<file path="src/rtl/tmr_pkg.sv">
package tmr_pkg;

    typedef enum logic [1:0] {
        EDG_UNKNOWN = 2'd0,
        EDG_HIGH    = 2'd1,
        EDG_LOW     = 2'd2
    } edge_st_t;

    typedef enum logic {
        MODE_TIMER = 1'b0,
        MODE_EVENT = 1'b1
    } cnt_mode_t;

endpackage

</file>
<file path="src/rtl/mc_prescaler.sv">
module mc_prescaler #(
    parameter int DIV = 12
) (
    input  logic clk,
    input  logic rst_n,
    output logic tick
);
    localparam int PW = (DIV > 1) ? $clog2(DIV) : 1;
    localparam logic [PW-1:0] LAST = PW'(DIV - 1);

    logic [PW-1:0] phase_q;

    always_ff @(posedge clk) begin
        if (!rst_n)
            phase_q <= '0;
        else if (phase_q == LAST)
            phase_q <= '0;
        else
            phase_q <= phase_q + 1'b1;
    end

    assign tick = (phase_q == LAST);


    tick_spacing_chk: assert property (@(posedge clk) disable iff (!rst_n)
        tick |=> !tick);

endmodule

</file>
<file path="src/rtl/in_sync.sv">
module in_sync #(
    parameter int STAGES = 2
) (
    input  logic clk,
    input  logic rst_n,
    input  logic din,
    output logic dout
);
    logic [STAGES-1:0] chain_q;

    genvar g;
    generate
        for (g = 0; g < STAGES; g++) begin : g_stage
            if (g == 0) begin : g_first
                always_ff @(posedge clk) begin
                    if (!rst_n) chain_q[0] <= 1'b0;
                    else        chain_q[0] <= din;
                end
            end else begin : g_rest
                always_ff @(posedge clk) begin
                    if (!rst_n) chain_q[g] <= 1'b0;
                    else        chain_q[g] <= chain_q[g-1];
                end
            end
        end
    endgenerate

    assign dout = chain_q[STAGES-1];

endmodule

</file>
<file path="src/rtl/edge_fsm.sv">
module edge_fsm
    import tmr_pkg::*;
(
    input  logic clk,
    input  logic rst_n,
    input  logic tick,
    input  logic lvl,
    output logic fall
);
    edge_st_t state_q, state_d;

    always_ff @(posedge clk) begin
        if (!rst_n) state_q <= EDG_UNKNOWN;
        else        state_q <= state_d;
    end

    always_comb begin
        state_d = state_q;
        fall    = 1'b0;
        unique case (state_q)
            EDG_UNKNOWN: begin
                if (tick) state_d = lvl ? EDG_HIGH : EDG_LOW;
            end
            EDG_HIGH: begin
                if (tick && !lvl) begin
                    state_d = EDG_LOW;
                    fall    = 1'b1;
                end
            end
            EDG_LOW: begin
                if (tick && lvl) state_d = EDG_HIGH;
            end
            default: state_d = EDG_UNKNOWN;
        endcase
    end


    fall_on_tick_chk: assert property (@(posedge clk) disable iff (!rst_n)
        fall |-> tick);


    no_double_fall_chk: assert property (@(posedge clk) disable iff (!rst_n)
        fall |=> (state_q == EDG_LOW));

endmodule

</file>
<file path="src/rtl/evt_timer16.sv">
module evt_timer16
    import tmr_pkg::*;
#(
    parameter int CW       = 16,
    parameter int BW       = 8,
    parameter int MC_DIV   = 12,
    parameter int SYNC_LEN = 2
) (
    input  logic          clk,
    input  logic          rst_n,
    input  logic          run_en,
    input  logic          count_mode,
    input  logic          ext_in,
    input  logic          wr_lo,
    input  logic          wr_hi,
    input  logic [BW-1:0] wr_data,
    input  logic          ovf_clr,
    output logic [CW-1:0] count_q,
    output logic          ovf_flag
);
    localparam logic [CW-1:0] ALL_ONES = '1;

    logic      tick;
    logic      ext_s;
    logic      fall;
    logic      step;
    logic      any_wr;
    cnt_mode_t mode;

    mc_prescaler #(.DIV(MC_DIV)) u_pre (
        .clk  (clk),
        .rst_n(rst_n),
        .tick (tick)
    );

    in_sync #(.STAGES(SYNC_LEN)) u_sync (
        .clk  (clk),
        .rst_n(rst_n),
        .din  (ext_in),
        .dout (ext_s)
    );

    edge_fsm u_edge (
        .clk  (clk),
        .rst_n(rst_n),
        .tick (tick),
        .lvl  (ext_s),
        .fall (fall)
    );

    assign mode   = cnt_mode_t'(count_mode);
    assign any_wr = wr_lo | wr_hi;

    always_comb begin
        step = 1'b0;
        if (run_en && !any_wr) begin
            unique case (mode)
                MODE_TIMER: step = tick;
                MODE_EVENT: step = fall;
                default:    step = 1'b0;
            endcase
        end
    end

    always_ff @(posedge clk) begin
        if (!rst_n) begin
            count_q <= '0;
        end else if (any_wr) begin
            if (wr_lo) count_q[BW-1:0]  <= wr_data;
            if (wr_hi) count_q[CW-1:BW] <= wr_data;
        end else if (step) begin
            count_q <= count_q + 1'b1;
        end
    end

    always_ff @(posedge clk) begin
        if (!rst_n)
            ovf_flag <= 1'b0;
        else if (step && count_q == ALL_ONES)
            ovf_flag <= 1'b1;
        else if (ovf_clr)
            ovf_flag <= 1'b0;
    end


    hold_stopped_chk: assert property (@(posedge clk) disable iff (!rst_n)
        (!run_en && !any_wr) |=> $stable(count_q));


    low_write_chk: assert property (@(posedge clk) disable iff (!rst_n)
        wr_lo |=> (count_q[BW-1:0] == $past(wr_data)));


    high_write_chk: assert property (@(posedge clk) disable iff (!rst_n)
        wr_hi |=> (count_q[CW-1:BW] == $past(wr_data)));


    single_step_chk: assert property (@(posedge clk) disable iff (!rst_n)
        !any_wr |=> (count_q == $past(count_q) || count_q == $past(count_q) + 1'b1));


    wrap_flag_chk: assert property (@(posedge clk) disable iff (!rst_n)
        (!any_wr && count_q == ALL_ONES && run_en && (tick || fall)) |=> (ovf_flag || $past(count_q) == $past(count_q) && count_q == ALL_ONES));


    flag_sticky_chk: assert property (@(posedge clk) disable iff (!rst_n)
        (ovf_flag && !ovf_clr) |=> ovf_flag);

endmodule

</file>
<file path="config.mk">
export PLATFORM = sky130hd
export DESIGN_NAME = evt_timer16
export DESIGN_NICKNAME = d
export VERILOG_FILES = /design/src/rtl/tmr_pkg.sv /design/src/rtl/mc_prescaler.sv /design/src/rtl/in_sync.sv /design/src/rtl/edge_fsm.sv /design/src/rtl/evt_timer16.sv
export SDC_FILE = /design/constraint.sdc
export NUM_CORES = 1
export LEC_CHECK = 0
export ABC_CLOCK_PERIOD_IN_PS = 1450
export BUFFER_PORTS_ARGS = -buffer_cell sky130_fd_sc_hd__buf_2
export CORE_ASPECT_RATIO = 1.2
export CORE_MARGIN = 2
export CORE_UTILIZATION = 40
export DETAILED_ROUTE_END_ITERATION = 8
export PLACE_DENSITY = 0.72
export REMOVE_ABC_BUFFERS = 1
export SYNTH_ARGS = -nofsm -noshare
export SYNTH_HDL_FRONTEND = slang
export SYNTH_SLANG_ARGS = --single-unit
</file>
<file path="constraint.sdc">
create_clock -name clk -period 1.45 [get_ports clk]
set_input_delay 0.29 -clock clk [delete_from_list [all_inputs] [get_ports clk]]
set_output_delay 0.29 -clock clk [all_outputs]
set_load 0.03 [all_outputs]
</file>
; ---- Word-level counts from Yosys, hierarchy flattened
; Cells that the tools add are included.
[op_classes]
reduce_logical = 13
eq_ne = 9
mux = 15
addsub = 2
n_bitwise = 3
[ops]
columns = op, count
row1 = $mux W16, 2
row2 = $add A16 B1 Y16 const B, 1
row3 = $eq A16 B16 Y1 const B, 1
row4 = $mux W8, 2
row5 = $mux W2, 4
row6 = $ne A2 B2 Y1 const B, 3
row7 = $pmux W2 S3, 1
row8 = $mux W1, 5
row9 = $add A4 B1 Y4 const B, 1
row10 = $eq A4 B4 Y1 const B, 1
row11 = $logic_and A1 B1 Y1, 4
row12 = $ne A2 B1 Y1 const B, 2
row13 = $reduce_and A2 Y1, 2
row14 = $reduce_bool A2 Y1, 2
row15 = $reduce_and A3 Y1, 1
row16 = $eq A2 B1 Y1 const B, 1
row17 = $eq A2 B2 Y1 const B, 1
row18 = $logic_not A1 Y1, 2
row19 = $logic_not A2 Y1, 1
row20 = $not A1 Y1, 2
row21 = $pmux W1 S2, 1
row22 = $reduce_or A2 Y1, 1
row23 = $or A1 B1 Y1, 1
[word_totals]
inputBits = 16
ff_bits = 25
output_inout_bits = 17
word_cells = 49

; ---- Longest topological paths before layout
[logic_depth]
depth_word = 8
depth_mapped = 6
ltp_nobuf = 5

; ---- By module
; From an unflattened synthesis, not the netlist that was laid out.
[hier_totals]
hier_cells = 172
hier_area_um2 = 1432.6
[modules_own_cells]
columns = mod, seq_area_each_um2, n_inst, area_per_inst_um2, cells_per_inst
row1 = evt_timer16, 340.3, 1, 1112.3, 142
row2 = mc_prescaler, 80.1, 1, 175.2, 18
row3 = edge_fsm, 40.0, 1, 92.6, 8
row4 = in_sync, 40.0, 1, 52.6, 4

; ---- Least setup slack after synthesis
; OpenSTA, ideal clock, no wires.
[synth_timing]
path_kind = reg-to-reg
start = register count_q[3]
end = register count_q[15]
required_ns = 1.392
arrival_time_ns = 1.704
synth_period_minus_slack_ns = 1.762
setup_time_ns = 0.058
path_buffers = 1
slack_ns = -0.312
stages_incl_launch_ff = 6
cell_sequence = dfxtp_1 > clkbuf_2 > nand4_1 > or3_1 > o41ai_1 > a31o_2
[synth_between]
elab_chain_len = 3
[synth_lines]
columns = element, line
row1 = start: declaration, evt_timer16.sv:18  ; output logic [CW-1:0] count_q,
row2 = start signal: indexed assignment, evt_timer16.sv:69  ; if (wr_lo) count_q[BW-1:0] <= wr_data;
row3 = start signal: indexed assignment, evt_timer16.sv:70  ; if (wr_hi) count_q[CW-1:BW] <= wr_data;
row4 = start signal: assignment, evt_timer16.sv:72  ; count_q <= count_q + 1'b1;
row5 = $add A16 B1 Y16, evt_timer16.sv:72
row6 = $mux W16, evt_timer16.sv:71  ; end else if (step) begin
row7 = $mux W16, evt_timer16.sv:68  ; end else if (any_wr) begin
; No other way between the ends. The select of a mux whose other input is x is not followed.
; A chain may end at the register's enable or synchronous reset.

; ---- Final worst setup path
[layout_timing]
start = register u_edge.state_q[0]
end = register count_q[7]
[layout_between]
elab_chain_len = 6
[layout_lines]
columns = element, line
row1 = start: declaration, edge_fsm.sv:10  ; edge_st_t state_q, state_d;
row2 = start signal: assignment, edge_fsm.sv:14  ; else state_q <= state_d;
row3 = $eq A2 B1 Y1, edge_fsm.sv:20  ; unique case (state_q)
row4 = $mux W1, edge_fsm.sv:20
row5 = $pmux W1 S2, evt_timer16.sv:57  ; unique case (mode)
row6 = $mux W1, evt_timer16.sv:56  ; if (run_en && !any_wr) begin
row7 = $reduce_bool A2 Y1 (no line), -
row8 = $reduce_and A2 Y1 (no line), -
; No other way between the ends.

==> metrics.txt <==
mean routed wirelength per cell 15.9 µm; Clock Path Buffers 2; Antenna Nets Post-Route 0; share of post-route cells with drive strength above 1 45.6%; DRC 0; cell area power density 697 nW/µm²; Hold WS 0.231 ns; Power Total 1540 µW; max-cap violations 0; DRT Pass-1 Iters 4; sequential-to-total area share from yosys stat 33.6%; Detailed Route WL 4740 µm; Crit Path Max Fanout 14; class of the worst hold path primary input to register; total track usage 22.4%; synth warn 0; Avg Synthesized Cell Area 8.18 µm²; number of core rows 24; fin nets 278; GRT Residual Overflow 0; area delta synth->final 48.2%; IO Pins 33; clock root cell clkbuf_8; Seq cells post-synth 25; drt via density 6.12; Critical Path Source Type register; diode count 0; Die Y 70.8 µm; post-detail-place hpwl 3500 µm; Max Freq 646 MHz; Slew Limit Headroom 73.3%; worst slew pin tran 0.397 ns; Setup Skew 0.00182 ns; RSZ-0062 raised after global routing yes; CTS tree built; largest net degree at the start of global routing 19; DR vias 1824; Clock Pin Slew Worst Setup and Hold Paths 0.09 ns; fill cell count 308; Top FF cell, synth dfxtp_1; status finished with violations; VDD IR max 419 µV; Tcrit/Tclk final 107%; vias in the first global route 1665; clk_lat worst skew 0.27 ns; CTS sink count 25; Syn Inst Count 182; Post-synth EDFFs 0; DRT iter0 DRCs 106; Area after DPL 2000 µm²; Worst Path Arrival 1.70 ns; Place WS -0.170 ns; die area 4230 µm²; data required time at the worst endpoint 1.60 ns; Die Wd 59.7 µm; Register Area 514 µm²; crit end category register; Initial Util 41.3%; Final min period 1.55 ns; setup violators final 17; CTS HTree Levels 1; fin area 2210 µm²; first-pass GRT wire length 7470 µm; Multi-input gate area 991 µm²; gp weighted congestion 0.909; Mapped Area 1490 µm²; core area 3600 µm²; setup ws final -0.0989 ns; async set-or-reset flop fraction in the synthesized netlist 0%; final hold violations 0; LEAKAGE 0.000929 µW; synth unique cells 51; fin. max-slew vios 0; failing checks negative setup slack; post-layout util 61.3%; Inserted Clock Buffers 3; initial antenna violation count 0; CTS hold repair buffers 0; worst setup path category register to register; PortBufs 32
==> path summary, 6_finish.rpt <==
check | end | slack (ns) | start | depth (start not counted)
max reg2reg | count_q[7] | -0.1 | u_edge.state_q[0] | 5
max | count_q[7] | -0.1 | u_edge.state_q[0] | 5
min | u_sync.chain_q[0] | 0.23 | ext_in | 2
min reg2reg | u_sync.dout | 0.44 | u_sync.chain_q[0] | 1
==> kinds of logic (layout without fill, tap and decap cells) <==
logic type	count (synthesis)	in the layout	synth area share [%]
simple gates	76	76	26.0
mux	3	3	2.02
compound gates	56	56	30.1
fa+ha+maj	2	2	1.68
flops	25	25	33.6
buf+inv	18	95	5.46
xor+xnor	2	2	1.18
==> layer usage <==
| metal | global-route usage (%) | wire length [µm] | up-vias |
|---|---|---|---|
| met5 | 0 | 0 | - |
| met3 | 2.19 | 282 | 17 |
| met2 | 39.0 | 2410 | 77 |
| met1 | 27.6 | 1880 | 880 |
| met4 | 8.89 | 165 | 0 |
| li1 | - | - | 850 |
==> synth_stat cells, types with 2 or more instances <==
cell type,number,area (µm²)
dfxtp_1,25,500
nor2_1,19,71.3
nand2_1,16,60.1
o21ai_0,9,45.0
a21oi_1,7,35.0
nand4_1,7,43.8
nor3_1,7,35.0
clkbuf_1,6,22.5
inv_1,6,22.5
nand3_1,6,30.0
a31o_2,5,43.8
a311oi_1,4,35.0
and2_1,4,25.0
buf_2,4,20.0
nor4_1,4,25.0
a41o_1,3,30.0
mux2i_1,3,30.0
o22ai_1,3,18.8
a211o_1,2,17.5
a21oi_2,2,17.5
a22o_1,2,17.5
ha_1,2,25.0
nand2b_1,2,12.5
nor3b_1,2,15.0
o31ai_1,2,15.0
o32ai_1,2,17.5
o41ai_1,2,17.5
or2_2,2,12.5
xnor2_1,2,17.5
==> state kept, by name, indices dropped and copies added, names as in the netlist <==
| name | cells |
|---|---|
| u_pre.phase_q | 4 |
| count_q | 16 |
| u_sync.dout | 1 |
| u_edge.state_q | 2 |
| u_sync.chain_q | 1 |
| ovf_flag | 1 |
==> through the flow <==
stage / cells / setup TNS (ns)
floorplan: 170 / -3.12
global placement: 288 / -1.49
detailed placement: 288 / -1.73
CTS: 296 / -0.953
global route: 298 / -2.28
finish: 298 / -1.16
==> placed cells by master (no fill, tap or decap), drive strengths merged, types with 2 or more instances in the layout <==
cell type	netlist	final
a211o	2	2
a211oi	2	2
a21oi	9	9
a22o	2	2
a311oi	4	4
a31o	5	5
a41o	3	3
and2	4	4
buf	5	85
clkbuf	7	3
dfxtp	25	25
ha	2	2
inv	6	6
mux2i	3	3
nand2	16	16
nand2b	2	2
nand3	6	6
nand4	7	7
nor2	19	19
nor3	7	7
nor3b	2	2
nor4	4	4
o21ai	9	9
o22ai	3	3
o31ai	2	2
o32ai	2	2
o41ai	2	2
or2	2	2
xnor2	2	2
==> final cells by class <==
type                       instances  area share, %
inverter                           6           1.02
multi-input combinational        139           44.9
timing repair buffer              85           26.5
clock buffer                       3           1.87
sequential                        25           23.3
tap                               39           2.21
clock inverter                     1          0.227
==> worst max-delay path, cell delays in order, from the launching register on <==
cell and delay [ns]:
dfxtp_2 0.34, or3b_4 0.44, a211oi_4 0.26, buf_12 0.17, o221a_2 0.18, nor4_1 0.04
==> timing repair <==
action,4_1_cts,5_1_grt
hold endpoints to repair,0,0
pin swaps,17,11
resized for setup,21,6
buffers inserted,5,2
endpoints found under the setup margin,17,18
==> report_power, final <==
| part | switching, µW | internal [µW] | leakage [µW] |
|---|---|---|---|
| logic | 198 | 169 | 0.000695 |
| clock network | 223 | 192 | 0.0000255 |
| registers | 34.8 | 721 | 0.000208 |
| total | 455 | 1080 | 0.000929 |
(Power assumes the default switching activity.)
